$ cat config.mk
export PLATFORM = sky130hd
export DESIGN_NAME = port_irq_merge
export DESIGN_NICKNAME = d
export VERILOG_FILES = /design/src/rtl/port_irq_merge.sv
export SDC_FILE = /design/constraint.sdc
export NUM_CORES = 1
export LEC_CHECK = 0
export BUFFER_PORTS_ARGS = -buffer_cell sky130_fd_sc_hd__buf_2
export CAP_MARGIN = 20
export CORE_AREA = 2 2 39 41
export DETAILED_ROUTE_END_ITERATION = 6
export DIE_AREA = 0 0 41 43
export PLACE_DENSITY = 0.75
export SETUP_SLACK_MARGIN = 0.1
export SLEW_MARGIN = 15
export SYNTH_ARGS = -nofsm -noshare
export SYNTH_HDL_FRONTEND = slang
export SYNTH_SLANG_ARGS = --single-unit
$ cat constraint.sdc
create_clock -name clk -period 2.15 [get_ports clk]
set_clock_uncertainty 0.2 [all_clocks]
set_input_delay 0.215 -clock clk [delete_from_list [all_inputs] [get_ports clk]]
set_output_delay 0.215 -clock clk [all_outputs]
set_load 0.02 [all_outputs]
$ cat src/rtl/port_irq_merge.sv
module port_irq_merge #(
  parameter int          NPIN    = 8,
  parameter logic [15:0] EXT_VEC = 16'h1FFA,
  parameter logic [15:0] SWI_VEC = 16'h1FFC
) (
  input  logic            clk,
  input  logic            rst_n,
  input  logic            irq_n,
  input  logic [NPIN-1:0] pin_in,
  input  logic [NPIN-1:0] pin_opt,
  input  logic [NPIN-1:0] pin_dir,
  input  logic            i_mask,
  input  logic            swi_exec,
  input  logic            fetch_strobe,
  input  logic            ack,
  output logic            irq_req,
  output logic            vec_sel,
  output logic [15:0]     vec_addr,
  output logic            irq_level
);

  logic [NPIN-1:0] pin_src;
  logic comb_n, level_q, ext_pend_q, swi_pend_q, hw_first_q;
  logic fall, ext_ok, take_ext, swi_fetch, ack_ext, ack_swi;

  assign pin_src   = pin_opt & ~pin_dir;
  assign comb_n    = irq_n & (&(pin_in | ~pin_src));
  assign irq_level = comb_n;

  assign fall      = level_q & ~comb_n;
  assign ext_ok    = ext_pend_q & ~i_mask;
  assign take_ext  = ext_ok & (~swi_pend_q | hw_first_q);
  assign swi_fetch = swi_exec & fetch_strobe;
  assign ack_ext   = ack & take_ext;
  assign ack_swi   = ack & ~take_ext & swi_pend_q;

  assign irq_req  = ext_ok | swi_pend_q;
  assign vec_sel  = ~take_ext;
  assign vec_addr = take_ext ? EXT_VEC : SWI_VEC;

  always_ff @(posedge clk or negedge rst_n) begin
    if (!rst_n) begin
      level_q    <= 1'b1;
      ext_pend_q <= 1'b0;
      swi_pend_q <= 1'b0;
      hw_first_q <= 1'b0;
    end else begin
      level_q <= comb_n;
      if (fall)         ext_pend_q <= 1'b1;
      else if (ack_ext) ext_pend_q <= 1'b0;
      if (swi_fetch)    swi_pend_q <= 1'b1;
      else if (ack_swi) swi_pend_q <= 1'b0;
      if (swi_fetch)                hw_first_q <= ext_ok;
      else if (ack_ext || ack_swi)  hw_first_q <= 1'b0;
    end
  end

endmodule

==> metrics.md <==
| Metric | Value |
|---|---|
| Status | `completed` |
| CP Class | `flop to primary output` |
| Share of total power in combinational logic | `0.401` |
| Final core utilization | `0.393` |
| Initial antenna violation count | `0` |
| Critical Path RT | `1.74 ns` |
| Mapped Avg Cell Area | `between 7 and 8 sq um` |
| Max incr delay on CP | `between 0.3 and 0.4 ns` |
| Register area share after synthesis | `0.261` |
| CP Launch Type | `flop` |
| Slowest CP cell | `dfrtp_1` |
| H-tree depth | `1` |
| Internal | `0.216 mW` |
| Worst Hold Depth | `3` |
| Period Utilization, post-route | `0.748` |
| Most frequent cells in the layout | `buf_2 (35), conb_1 (14), nor2_1 (5), inv_1 (4), nand2_1 (4)` |
| Reg2Reg Depth | `5` |
| Switching Power | `0.123 mW` |
| # diodes | `0` |
| Hold Vio Cnt, Final | `0` |
| Via count | `~400` |
| Wirelength per Cell | `around 8 um` |
| Number of synthesized register bits | `4` |
| Die X | `41 um` |
| Switching share of power | `0.364` |
| Nets | `118` |
| 1st-iter DRT viols | `1` |
| Worst setup EP type | `primary output` |
| Fin cells | `102` |
| Gr usage total | `0.123` |
| Crit-path max FO | `4` |
| Die Height | `43 um` |
| # IOs | `50` |
| Fillers | `137` |
| ANT nets after route | `0` |
| Commonest non-fill, non-tap cell in the layout | `buf_2` |
| Share of power burned in registers | `0.298` |
| Routability cong. | `0.662` |
| Register area | `101 sq um` |
| Post-Syn Instances | `50` |
| Largest net degree at the start of global routing | `5` |
| First-pass GRT wire length | `1290 um` |
| Critical path arrival | `about 1.2 ns` |
| Area of the multi-input gates | `196 sq um` |
| Hold Path Class | `input pin to flop` |
| Die Area | `between 0.0015 and 0.002 sq mm` |
| Setup TNS | `0 ns` |
| CTS Root Buffer Type | `clkbuf_4` |
| Area of the core | `0.00138 sq mm` |
| Max Fclk | `622 MHz` |
| Overall Power | `approximately 0.34 mW` |
| Max IR drop VDD | `0.000293 V` |
| Area delta synth->final | `40.3%` |
| Vias per cell | `3.93` |
| Initial Util | `0.280` |
| Max-cap check violation count | `0` |
| DRC | `0` |
| Layout cell share with drive strength beyond 1 | `0.477` |
| Count of final max-slew check failures | `0` |
| Synth Cell Area | `388 sq um` |
| Aggregate global routing overflow | `0` |
| Power per cell area | `between 600 and 700 mW/mm^2` |
| Total number of yosys warnings | `0` |
| Clock buffer depth | `2` |
| Buffers added on ports | `35` |
| Num CTS Buffers | `3` |
| Post-DP HPWL | `694 um` |
| Sink Count | `4` |
| RSZ-0062 raised after global routing | `no` |
| Leak pwr | `0.320 nW` |
| Final Setup Violations | `0` |
| Worst-path cell chain | `inv_1 -> o21ai_0 -> inv_1 -> buf_2` |
| Minimum clock period | `about 1.6 ns` |
| Yosys cell types | `18` |
| Clock Latency Late Sink | `~0.24 ns` |
| Number of global-route vias before repair | `371` |
| Dpl cells | `97` |
| Post-Route WL | `around 800 um` |
| CTS clk-pin slew, worst paths | `about 0.040 ns` |
| DRT Pass-1 Iters | `2` |
| CTS tree | `done` |
| Rows | `14` |
| Clock share of power | `0.302` |
| Most frequent CP cell | `inv_1` |
| Worst hold margin | `around 0.016 ns` |
==> flip-flops by register name, summed over array words and instances, names as in the netlist <==
signal and count:
hw_first_q 1, ext_pend_q 1, swi_pend_q 1, level_q 1
==> worst max-delay path, delay by kind of cell, from the launching register on <==
family / cells / cell delay (ns)
AOI/OAI and AO/OA: 1 / 0.31
buffers and inverters: 3 / 0.32
DFF: 1 / 0.33
==> Yosys cell counts <==
master / instances / area share
dfstp_2: 1 / 0.068
dfrtp_1: 3 / 0.19
nor2_1: 5 / 0.048
conb_1: 2 / 0.019
nand2_1: 4 / 0.039
nor2b_1: 1 / 0.016
a2111oi_2: 1 / 0.039
a221oi_1: 1 / 0.023
nand3_1: 1 / 0.013
a21o_1: 1 / 0.019
and3_2: 1 / 0.019
nand2b_1: 1 / 0.016
o21ai_0: 3 / 0.039
inv_1: 4 / 0.039
buf_4: 16 / 0.31
nor3b_1: 3 / 0.058
a22oi_1: 1 / 0.019
o2bb2ai_1: 1 / 0.023
==> kinds of logic (layout without fill, tap and decap cells) <==
logic type / Yosys count / count (layout) / synth area share
DFF: 4 / 4 / 0.261
other: 2 / 14 / 0.0194
AOI/OAI and AO/OA: 8 / 8 / 0.161
buffers and inverters: 20 / 44 / 0.348
and+or+nand+nor: 16 / 16 / 0.210
==> per-stage QoR <==
| step | setup slack (ns) | cell area (sq um) |
|---|---|---|
| after floorplan | 0.411 | 433 |
| after global placement | 0.556 | 508 |
| final | 0.542 | 544 |
| after global routing | 0.371 | 544 |
| after detailed placement | 0.536 | 508 |
| after CTS | 0.522 | 544 |
==> timing repair <==
| item | in CTS | in global routing |
|---|---|---|
| endpoints found under the hold margin | 4 | 0 |
| hold buffers | 1 | 0 |
| buffers inserted | 0 | 0 |
| gates resized for setup | 0 | 0 |
==> per-layer routing <==
metal / up-vias / wire, um / GRT usage
li1: 204 / - / -
met1: 157 / 317 / 0.134
met2: 38 / 336 / 0.159
met3: 2 / 125 / 0.0628
met4: 0 / 24 / 0.120
met5: - / 0 / 0
==> worst paths after layout <==
path                         startpoint          end  slack [ns]
setup / recovery             swi_pend_q  vec_addr[1]        0.54
hold / removal             fetch_strobe   swi_pend_q        0.02
setup reg to reg             ext_pend_q   ext_pend_q        0.85
hold reg to reg                 level_q   ext_pend_q        0.30
max in group asynchronous         rst_n      level_q        1.43
min in group asynchronous         rst_n   hw_first_q        0.11
==> power by group through the flow <==
stage	clock network, mW	logic [mW]	registers, mW
floorplan	0	0.116	0.0986
global placement	0	0.132	0.101
detailed placement	0	0.135	0.101
CTS	0.107	0.137	0.101
global route	0.120	0.152	0.103
finish	0.102	0.136	0.101
==> cell type report <==
cell class                      count  area share
Multi-Input combinational cell     38       0.361
Timing Repair Buffer               36       0.340
Sequential cell                     4       0.186
Inverter                            4      0.0276
Tap cell                           16      0.0368
Clock buffer                        4      0.0483
(Power assumes the default switching activity.)
